$ cat src/rtl/learn_table_pkg.sv
package learn_table_pkg;
  typedef enum logic {CP_WRITE = 1'b0, CP_DELETE = 1'b1} cp_op_e;
  typedef enum logic {AGE_OFF = 1'b0, AGE_NOTIFY = 1'b1} age_mode_e;
endpackage

$ cat src/rtl/lt_store.sv
module lt_store #(
  parameter int N      = 16,
  parameter int KEY_W  = 16,
  parameter int DATA_W = 16,
  parameter int TTL_W  = 8,
  parameter int IDX_W  = $clog2(N)
) (
  input  logic                        clk_i,
  input  logic                        rst_ni,
  input  logic                        wr_en_i,
  input  logic [IDX_W-1:0]            wr_idx_i,
  input  logic [KEY_W-1:0]            wr_key_i,
  input  logic [DATA_W-1:0]           wr_data_i,
  input  logic [TTL_W-1:0]            wr_ttl_i,
  input  logic                        del_en_i,
  input  logic [IDX_W-1:0]            del_idx_i,
  input  logic [KEY_W-1:0]            lk_key_i,
  input  logic [KEY_W-1:0]            ln_key_i,
  output logic [N-1:0]                valid_o,
  output logic [N-1:0][KEY_W-1:0]     key_o,
  output logic [N-1:0][DATA_W-1:0]    data_o,
  output logic [N-1:0][TTL_W-1:0]     ttl_o,
  output logic [N-1:0]                lk_match_o,
  output logic [N-1:0]                ln_match_o,
  output logic                        free_any_o,
  output logic [IDX_W-1:0]            free_idx_o
);
  logic [N-1:0] valid_q;

  for (genvar i = 0; i < N; i++) begin : g_ent
    always_ff @(posedge clk_i or negedge rst_ni) begin
      if (!rst_ni) begin
        valid_q[i] <= 1'b0;
        key_o[i]   <= '0;
        data_o[i]  <= '0;
        ttl_o[i]   <= '0;
      end else if (wr_en_i && wr_idx_i == IDX_W'(i)) begin
        valid_q[i] <= 1'b1;
        key_o[i]   <= wr_key_i;
        data_o[i]  <= wr_data_i;
        ttl_o[i]   <= wr_ttl_i;
      end else if (del_en_i && del_idx_i == IDX_W'(i)) begin
        valid_q[i] <= 1'b0;
      end
    end
    assign lk_match_o[i] = valid_q[i] && key_o[i] == lk_key_i;
    assign ln_match_o[i] = valid_q[i] && key_o[i] == ln_key_i;
  end

  assign valid_o    = valid_q;
  assign free_any_o = ~&valid_q;

  // lowest free slot
  always_comb begin
    free_idx_o = '0;
    for (int i = N - 1; i >= 0; i--) begin
      if (!valid_q[i]) free_idx_o = IDX_W'(i);
    end
  end

  p_delete_clears_r6: assert property (@(posedge clk_i) disable iff (!rst_ni)
    del_en_i && !wr_en_i |=> !valid_q[$past(del_idx_i)]);
  p_write_sets_r6: assert property (@(posedge clk_i) disable iff (!rst_ni)
    wr_en_i |=> valid_q[$past(wr_idx_i)] && key_o[$past(wr_idx_i)] == $past(wr_key_i));
endmodule

$ cat src/rtl/lt_ager.sv
module lt_ager #(
  parameter int N     = 16,
  parameter int TTL_W = 8
) (
  input  logic                     clk_i,
  input  logic                     rst_ni,
  input  logic                     tick_i,
  input  logic                     mode_i,
  input  logic [N-1:0]             hit_i,
  input  logic [N-1:0]             clear_i,
  input  logic [N-1:0]             take_i,
  input  logic [N-1:0]             valid_i,
  input  logic [N-1:0][TTL_W-1:0]  ttl_i,
  output logic [N-1:0]             expired_o
);
  localparam logic [TTL_W-1:0] IDLE_MAX = '1;

  logic [N-1:0][TTL_W-1:0] idle_q;
  logic [N-1:0]            told_q;

  for (genvar i = 0; i < N; i++) begin : g_age
    always_ff @(posedge clk_i or negedge rst_ni) begin
      if (!rst_ni) begin
        idle_q[i] <= '0;
        told_q[i] <= 1'b0;
      end else if (clear_i[i] || hit_i[i]) begin
        idle_q[i] <= '0;
        told_q[i] <= 1'b0;
      end else begin
        if (tick_i && idle_q[i] != IDLE_MAX) idle_q[i] <= idle_q[i] + 1'b1;
        if (take_i[i]) told_q[i] <= 1'b1;
      end
    end

    assign expired_o[i] = mode_i && valid_i[i] && (ttl_i[i] != '0) &&
                          (idle_q[i] >= ttl_i[i]) && !told_q[i];

    p_hit_resets_r8: assert property (@(posedge clk_i) disable iff (!rst_ni)
      hit_i[i] |=> idle_q[i] == '0);
    p_once_per_expiry_r9: assert property (@(posedge clk_i) disable iff (!rst_ni)
      take_i[i] |=> !expired_o[i]);
  end
endmodule

$ cat src/rtl/lt_scanner.sv
module lt_scanner #(
  parameter int N     = 16,
  parameter int KEY_W = 16,
  parameter int IDX_W = $clog2(N)
) (
  input  logic                     clk_i,
  input  logic                     rst_ni,
  input  logic [N-1:0]             expired_i,
  input  logic [N-1:0][KEY_W-1:0]  key_i,
  output logic [N-1:0]             take_o,
  output logic                     notif_valid_o,
  input  logic                     notif_ready_i,
  output logic [IDX_W-1:0]         notif_idx_o,
  output logic [KEY_W-1:0]         notif_key_o
);
  localparam logic [IDX_W-1:0] LAST = IDX_W'(N - 1);

  logic [IDX_W-1:0] ptr_q;
  logic             nv_q;
  logic             load;

  assign load = !nv_q && expired_i[ptr_q];

  always_comb begin
    take_o = '0;
    if (load) take_o[ptr_q] = 1'b1;
  end

  always_ff @(posedge clk_i or negedge rst_ni) begin
    if (!rst_ni) begin
      ptr_q       <= '0;
      nv_q        <= 1'b0;
      notif_idx_o <= '0;
      notif_key_o <= '0;
    end else begin
      ptr_q <= (ptr_q == LAST) ? '0 : ptr_q + 1'b1;
      if (load) begin
        nv_q        <= 1'b1;
        notif_idx_o <= ptr_q;
        notif_key_o <= key_i[ptr_q];
      end else if (nv_q && notif_ready_i) begin
        nv_q <= 1'b0;
      end
    end
  end

  assign notif_valid_o = nv_q;

  p_hold_until_ready_r8: assert property (@(posedge clk_i) disable iff (!rst_ni)
    nv_q && !notif_ready_i |=> nv_q && $stable(notif_idx_o) && $stable(notif_key_o));
  p_take_onehot_r9: assert property (@(posedge clk_i) disable iff (!rst_ni)
    $onehot0(take_o));
endmodule

$ cat src/rtl/learn_table.sv
module learn_table
  import learn_table_pkg::*;
#(
  parameter int N      = 16,
  parameter int KEY_W  = 16,
  parameter int DATA_W = 16,
  parameter int TTL_W  = 8,
  parameter int IDX_W  = $clog2(N)
) (
  input  logic              clk_i,
  input  logic              rst_ni,
  input  logic              learn_en_i,
  input  logic              aging_mode_i,
  input  logic              tick_i,
  input  logic              lookup_valid_i,
  input  logic [KEY_W-1:0]  lookup_key_i,
  output logic              lookup_done_o,
  output logic              hit_o,
  output logic [IDX_W-1:0]  hit_idx_o,
  output logic [DATA_W-1:0] hit_data_o,
  input  logic              learn_valid_i,
  input  logic [KEY_W-1:0]  learn_key_i,
  input  logic [DATA_W-1:0] learn_data_i,
  input  logic [TTL_W-1:0]  learn_ttl_i,
  output logic              learn_done_o,
  output logic              learn_ok_o,
  output logic [IDX_W-1:0]  learn_idx_o,
  input  logic              cp_valid_i,
  input  logic              cp_op_i,
  input  logic [IDX_W-1:0]  cp_idx_i,
  input  logic [KEY_W-1:0]  cp_key_i,
  input  logic [DATA_W-1:0] cp_data_i,
  input  logic [TTL_W-1:0]  cp_ttl_i,
  output logic              notif_valid_o,
  input  logic              notif_ready_i,
  output logic [IDX_W-1:0]  notif_idx_o,
  output logic [KEY_W-1:0]  notif_key_o
);
  logic [N-1:0]              valid, lk_match, ln_match, hit_vec, clear_vec, take, expired;
  logic [N-1:0][KEY_W-1:0]   keys;
  logic [N-1:0][DATA_W-1:0]  datas;
  logic [N-1:0][TTL_W-1:0]   ttls;
  logic                      free_any;
  logic [IDX_W-1:0]          free_idx;
  logic                      cp_wr, cp_del, learn_acc, wr_en;
  logic [IDX_W-1:0]          wr_idx;
  logic [KEY_W-1:0]          wr_key;
  logic [DATA_W-1:0]         wr_data;
  logic [TTL_W-1:0]          wr_ttl;
  logic                      lk_any;
  logic [IDX_W-1:0]          lk_idx;

  assign cp_wr  = cp_valid_i && cp_op_e'(cp_op_i) == CP_WRITE;
  assign cp_del = cp_valid_i && cp_op_e'(cp_op_i) == CP_DELETE;
  // control plane owns the store port in any cycle it is active
  assign learn_acc = learn_valid_i && learn_en_i && !cp_valid_i && free_any && !(|ln_match);

  assign wr_en   = cp_wr || learn_acc;
  assign wr_idx  = cp_wr ? cp_idx_i  : free_idx;
  assign wr_key  = cp_wr ? cp_key_i  : learn_key_i;
  assign wr_data = cp_wr ? cp_data_i : learn_data_i;
  assign wr_ttl  = cp_wr ? cp_ttl_i  : learn_ttl_i;

  lt_store #(.N(N), .KEY_W(KEY_W), .DATA_W(DATA_W), .TTL_W(TTL_W), .IDX_W(IDX_W)) u_store (
    .clk_i, .rst_ni,
    .wr_en_i(wr_en), .wr_idx_i(wr_idx), .wr_key_i(wr_key), .wr_data_i(wr_data), .wr_ttl_i(wr_ttl),
    .del_en_i(cp_del), .del_idx_i(cp_idx_i),
    .lk_key_i(lookup_key_i), .ln_key_i(learn_key_i),
    .valid_o(valid), .key_o(keys), .data_o(datas), .ttl_o(ttls),
    .lk_match_o(lk_match), .ln_match_o(ln_match),
    .free_any_o(free_any), .free_idx_o(free_idx)
  );

  always_comb begin
    lk_any = 1'b0;
    lk_idx = '0;
    for (int i = N - 1; i >= 0; i--) begin
      if (lk_match[i]) begin
        lk_any = 1'b1;
        lk_idx = IDX_W'(i);
      end
    end
  end

  for (genvar i = 0; i < N; i++) begin : g_vec
    assign hit_vec[i]   = lookup_valid_i && lk_match[i];
    assign clear_vec[i] = (wr_en && wr_idx == IDX_W'(i)) || (cp_del && cp_idx_i == IDX_W'(i));
  end

  always_ff @(posedge clk_i or negedge rst_ni) begin
    if (!rst_ni) begin
      lookup_done_o <= 1'b0;
      hit_o         <= 1'b0;
      hit_idx_o     <= '0;
      hit_data_o    <= '0;
      learn_done_o  <= 1'b0;
      learn_ok_o    <= 1'b0;
      learn_idx_o   <= '0;
    end else begin
      lookup_done_o <= lookup_valid_i;
      hit_o         <= lookup_valid_i && lk_any;
      hit_idx_o     <= lk_idx;
      hit_data_o    <= datas[lk_idx];
      learn_done_o  <= learn_valid_i;
      learn_ok_o    <= learn_acc;
      learn_idx_o   <= free_idx;
    end
  end

  lt_ager #(.N(N), .TTL_W(TTL_W)) u_ager (
    .clk_i, .rst_ni, .tick_i, .mode_i(age_mode_e'(aging_mode_i) == AGE_NOTIFY),
    .hit_i(hit_vec), .clear_i(clear_vec), .take_i(take),
    .valid_i(valid), .ttl_i(ttls), .expired_o(expired)
  );

  lt_scanner #(.N(N), .KEY_W(KEY_W), .IDX_W(IDX_W)) u_scan (
    .clk_i, .rst_ni, .expired_i(expired), .key_i(keys), .take_o(take),
    .notif_valid_o, .notif_ready_i, .notif_idx_o, .notif_key_o
  );

  p_learn_needs_en_r2: assert property (@(posedge clk_i) disable iff (!rst_ni)
    learn_ok_o |-> $past(learn_en_i));
  p_cp_beats_learn_r7: assert property (@(posedge clk_i) disable iff (!rst_ni)
    learn_valid_i && cp_valid_i |=> learn_done_o && !learn_ok_o);
  p_mode_gates_notif_r11: assert property (@(posedge clk_i) disable iff (!rst_ni)
    $rose(notif_valid_o) |-> $past(aging_mode_i));
  p_learn_hits_next_r5: assert property (@(posedge clk_i) disable iff (!rst_ni)
    learn_acc && !cp_valid_i ##1 lookup_valid_i && lookup_key_i == $past(learn_key_i) |=> hit_o);
endmodule

$ cat config.mk
export PLATFORM = sky130hd
export DESIGN_NAME = learn_table
export DESIGN_NICKNAME = d
export VERILOG_FILES = /design/src/rtl/learn_table_pkg.sv /design/src/rtl/lt_store.sv /design/src/rtl/lt_ager.sv /design/src/rtl/lt_scanner.sv /design/src/rtl/learn_table.sv
export SDC_FILE = /design/constraint.sdc
export NUM_CORES = 2
export LEC_CHECK = 0
export ABC_CLOCK_PERIOD_IN_PS = 6100
export BUFFER_PORTS_ARGS = -buffer_cell sky130_fd_sc_hd__buf_4
export CAP_MARGIN = 20
export CORE_ASPECT_RATIO = 0.8
export CORE_MARGIN = 4
export CORE_UTILIZATION = 25
export CTS_CLUSTER_DIAMETER = 40
export DETAILED_ROUTE_END_ITERATION = 8
export PLACE_DENSITY = 0.42
export SETUP_SLACK_MARGIN = 0.3
export SLEW_MARGIN = 20
export SYNTH_ARGS = -nofsm -noshare
export SYNTH_HDL_FRONTEND = slang
export SYNTH_SLANG_ARGS = --single-unit
export TNS_END_PERCENT = 30
$ cat constraint.sdc
create_clock -name clk_i -period 6.1 [get_ports clk_i]
set_input_delay 0.305 -clock clk_i [delete_from_list [all_inputs] [get_ports clk_i]]
set_output_delay 0.305 -clock clk_i [all_outputs]
set_load 0.005 [all_outputs]
* Word level (Yosys, flattened, before mapping) *
Cells that the tools add are included.

storage, ports and cells
  output and inout bits = 49
  flip-flop bits (word level) = 853
  word-level logic and storage cells = 675
  bits of input ports = 110

cells by class
  equality and inequality tests = 79
  add/sub/neg operators = 17
  multiplexer cells = 160
  $lt $le $gt $ge = 19
  reductions and logical operators = 292
  bitwise operators = 1

operator list
  cell                 count
  $eq 16x16->1         32
  $mux 8               33
  $logic_and 1x1->1    170
  $mux 4               34
  $add 8x1->8 const B  16
  $bmux 16 s4          2
  $ge 8x8->1           16
  $ne 8x8->1 const B   16
  $reduce_bool 8->1    16
  $reduce_bool 2->1    49
  $mux 1               84
  $mux 16              5
  $eq 4x4->1 const B   17
  $logic_or 1x1->1     33
  $eq 4x3->1 const B   8
  $logic_not 1->1      20
  $eq 4x2->1 const B   4
  $reduce_and 16->1    1
  $reduce_or 16->1     1
  $lt 4x5->1 const B   2
  $eq 4x1->1 const B   2
  $logic_not 4->1      2
  $add 4x1->4 const B  1
  $bmux 1 s4           1
  other kinds (3)      3

* Logic depth before layout (Yosys ltp) *
  depth after elaboration = 22
  depth in mapped cells = 15
  mapped depth without buffers = 12

* Hierarchy *
A second synthesis with hierarchy kept.

second synthesis, totals
  cells, all modules = 4328
  area, all modules = 49068.3 sq um

modules (own cells, without submodules)
  module       area each (sq um)  cells an instance  seq. area each (sq um)  times used
  lt_store     30953.4            2274               16415.7                 1
  lt_ager      10752.8            1286               3603.5                  1
  learn_table  4102.7             524                700.7                   1
  lt_scanner   3259.4             244                625.6                   1

* Least setup slack after synthesis *
Ideal clock, no wire load.

  path kind = input -> register
  start point = input lookup_key_i[3]
  end point = register hit_data_o[10]
  buffers on the path = 3
  required time = 5.974 ns
  setup time = 0.126 ns
  stages = 13
  path slack = 2.700 ns
  data arrival time = 3.273 ns
  cells stage by stage = buf_6 buf_8 xor2_1 or4_1 nor4_2 a32oi_1 o311a_1 o32ai_4 buf_4 mux2_2 a32o_1 a211oi_1 nand2_1

between the ends
  longest elaborated chain between the ends = 20
  elaborated cells on any way between the ends = 50
  those cells by class = eq/ne (16); mux (18); reduce/logical (16)

ends and longest elaborated chain
  element                            line                text
  start, declared                    learn_table.sv:16   input logic [KEY_W-1:0] lookup_key_i,
  $eq 16x16->1                       lt_store.sv:46      assign lk_match_o[i] = valid_q[i] && key_o[i] == lk_key_i;
  $logic_and 1x1->1                  lt_store.sv:46
  $mux 4 (15 in series)              learn_table.sv:78   if (lk_match[i]) begin
  $mux 4 (*)                         learn_table.sv:78
  $bmux 16 s4 (*)                    learn_table.sv:103  hit_data_o <= datas[lk_idx];
  $mux 16 (not written as such) (*)  learn_table.sv:103
  end signal, assigned               learn_table.sv:103
  end, declared                      learn_table.sv:20   output logic [DATA_W-1:0] hit_data_o,

Mark *: on every way between the ends. The rest lies on a longest branch, timed or not. The select of a mux whose other input is x is not followed.
A chain may end at the register's enable or synchronous reset.

* Worst setup path after layout *
  start point = register u_store.key_o[247] in the netlist's numbering
  end point = register hit_data_o[4]

between the ends
  longest elaborated chain between the ends = 20

ends and longest elaborated chain
  element                          line                text
  start, declared                  lt_store.sv:20      output logic [N-1:0][KEY_W-1:0] key_o,
  start signal, assigned by index  lt_store.sv:39      key_o[i] <= wr_key_i;
  $eq 16x16->1                     lt_store.sv:46
  $logic_and 1x1->1                lt_store.sv:46
  $mux 4 (16 in series)            learn_table.sv:78
  $bmux 16 s4                      learn_table.sv:103
  $mux 16 (not written as such)    learn_table.sv:103

Every way passes these cells. The select of a mux whose other input is x is not followed.

==> reports/results.ini <==
[cells_and_area]
utilization_pct = 30.0
fill_cells = 19780
nets = 4606
drive_above_1_share_pct = 29.0
multi_input_area_um2 = 25700
seqCellArea_um2 = 21400
area_delta_synth_final_pct = 18.9

[logic_synthesis]
syn_nets = 4473
ys_types = 79
yosysTopAreaCellShare_pct = 43.8
ys.warnings.count = 0
synth_edf_count = 0
synth_top_area_cell = dfrtp_1
yosysSeqAreaShare_pct = 43.8
synth_area_leaders = dfrtp_1 (44%), mux2_2 (16%), xor2_1 (8.0%), ha_1 (3.8%), mux4_2 (3.7%)
ys_seq_elements = 853
syn_avg_cell_area_um2 = 11.6
syn_area_um2 = 48800
synth_flop_cell = dfrtp_1
synth_common_cells = dfrtp_1 (853), mux2_2 (677), xor2_1 (447), nand2_1 (213), xnor2_1 (176)
yosysMostFrequentCell = dfrtp_1
synth_cells = 4215
ys_async_sr_fraction_pct = 100

[clock_tree]
clk_latency_ns = 0.79
cts_resized = 0
cts-root-buf = clkbuf_16
clk_pin_slew_ns = 0.06
cts_tree = done
htreeDepth = 4
clock-sinks = 853
cts_hold_buf = 14
cts_setup_buffers = 0
cts_buffers = 143
cts_buffer_depth = 3

[critical_path]
critPathSlowestCell = o2111a_1
critPathCaptureType = flip-flop
worstPathCellList = xor2_1 -> nor4_1 -> nand4_1 -> or2_2 -> a211oi_1 -> o2111a_1 -> or2_2 -> o211ai_1 -> a211oi_1 -> nand2_1
reg2regPathDepth = 10
worstPathArrival_ns = 5.61
slowest_delay_ns = 0.95
path_class = reg2reg
path_max_fanout = 17
r2r-start = u_store.key_o[247]$_DFFE_PN0P_
crit_required_ns = 6.72
rr_endpoint = hit_data_o[4]$_DFF_PN0_
start_kind = flip-flop
cp_top_family = compound AO/OA/AOI/OAI gates
path_buf_inv = 0
regToRegSetupSlack_ns = 1.10

[outcome]
status = completed

[floorplan]
die_area_um2 = 202000
die_x_um = 502
start_util_pct = 25.2
placementRows = 144
coreArea_um2 = 193000
ios = 159
fp.dieH_um = 403

[global_routing]
grt_start_max_net_pins = 140
grt_first_pass_wirelength_um = 278000
grtUsageTotal_pct = 18.9
overflow = 0
antenna_found_initial = 25
grt_pass1_vias = 35822

[sta]
hold_viol_final = 0
period_needed_ns = 5.00
setup_tns_ns = 0
fin_ws_ns = 1.10
finClkSkew_ns = 0.0382
tightest_slew_ns = 1.29
rsz0062_at_grt = false
max-slew-margin-rel_pct = 13.3
post-route-period-util_pct = 81.9
finalSetupViolCount = 0
max_freq_ghz = 0.200
drv_slew = 0

[power_and_ir_drop]
peakVddDrop_uv = 254
p_int_mw = 17.6
power.density_nw_per_um2 = 479
p_leak_nw = 25.6
power_switching_mw = 10.2
power.share.switching_pct = 36.7
total_power_mw = 27.8
p_seq_share_pct = 38.8
p_clk_share_pct = 30.7
pwr-share-comb_pct = 30.5

[placed_design]
place_hpwl_um = 132000
place_congestion = 0.934
portBuffers = 158
post-place-ws_ns = 0.975

[route]
post_drt_via_cell_ratio = 5.10
drtIter0Drc = 2976
ant_nets = 0
first_pass_iters = 6
drc_errors = 0
wl_per_cell_um = 27.5
vias = 35813
routed_wirelength_um = 193000

[hold_path]
hp-class = in2async

[job]
maxCapViolations = 0

through the flow:
stage               instances  area [µm²]  hold slack, ns
floorplan                4215       48800         0.00941
global placement         6743       52700           0.360
detailed placement       6744       52700           0.356
CTS                      7022       58000          0.0795
global route             7023       58000           0.134
finish                   7026       58000          0.0913
logic make-up after synthesis:
logic type | after synthesis | synth area share [%]
buffers and inverters | 418 | 3.92
and+or+nand+nor | 940 | 10.2
DFF | 853 | 43.8
adders and majority gates | 148 | 3.80
muxes | 849 | 21.2
AOI/OAI and AO/OA | 384 | 5.87
xor gates and xnor gates | 623 | 11.2
placed cells by master, fill, tap and decap left out, types with 25 or more instances in the layout:
cell       Yosys  routed
mux4_2        80      80
a211oi_1      25      25
nand2b_1      27      26
nor3b_1       39      39
nor4_1       138     134
nor3_1        83      78
nand3_1       54      54
mux2i_1       81      81
mux2_2       677     677
dfrtp_1      853     851
clkbuf_16      0     144
xor2_1       447     447
and3_1        27      27
ha_1         148     148
inv_1        152     152
nand2_1      213     213
xnor2_1      176     176
nand4_1       94      94
a21o_1        60      60
buf_4         21     226
nor2_1       164     160
o21ai_0       57      55
a21oi_1       33      33
o211ai_1      43      43
area by class of cell:
| class | instances | area share [%] |
|---|---|---|
| well taps | 2555 | 5.51 |
| clock inverters | 93 | 2.05 |
| clock buffers | 171 | 6.70 |
| diodes | 4 | 0.0173 |
| flip-flops and latches | 853 | 36.8 |
| repair buffers | 253 | 3.61 |
| multi-input cells | 2944 | 44.3 |
| inverters | 153 | 0.991 |
flip-flops by register name, indices dropped and copies added (netlist names), 16 cells and up:
name and cells:
u_store.data_o 256, u_store.key_o 256, u_ager.idle_q 128, u_store.ttl_o 128, hit_data_o 16, u_ager.told_q 16, u_scan.notif_key_o 16, u_store.valid_o 16
how the worst max path moves through the flow:
| stage | from | endpoint | slack [ns] | cells after the start |
|---|---|---|---|---|
| floorplan | lookup_key_i[3] | hit_data_o[10]$_DFF_PN0_ | 2.70 | 13 |
| global placement | u_scan.ptr_q[0]$_DFF_PN0_ | u_scan.notif_idx_o[1]$_DFFE_PN0P_ | 1.04 | 10 |
| detailed placement | u_scan.ptr_q[0]$_DFF_PN0_ | u_scan.notif_idx_o[1]$_DFFE_PN0P_ | 0.97 | 10 |
| CTS | u_scan.ptr_q[0]$_DFF_PN0_ | u_scan.notif_idx_o[1]$_DFFE_PN0P_ | 0.96 | 10 |
| global route | u_scan.ptr_q[0]$_DFF_PN0_ | u_scan.notif_key_o[1]$_DFFE_PN0P_ | 1.11 | 10 |
| finish | u_store.key_o[247]$_DFFE_PN0P_ | hit_data_o[4]$_DFF_PN0_ | 1.10 | 10 |
routing by layer:
metal	global-route usage [%]	routed length, µm
met5	0	51
met4	5.12	5030
met3	3.55	13600
met2	26.9	79800
met1	28.9	94800
power groups by stage:
stage	Combinational [mW]	Sequential (mW)	Clock, mW
5_1_grt	9.34	11.1	9.03
3_3_place_gp	8.33	10.8	0
2_1_floorplan	6.15	9.57	0
4_1_cts	8.48	10.7	8.75
6_report	8.47	10.8	8.54
3_5_place_dp	8.40	10.8	0
Note: power is estimated with default switching activity, not from simulation.
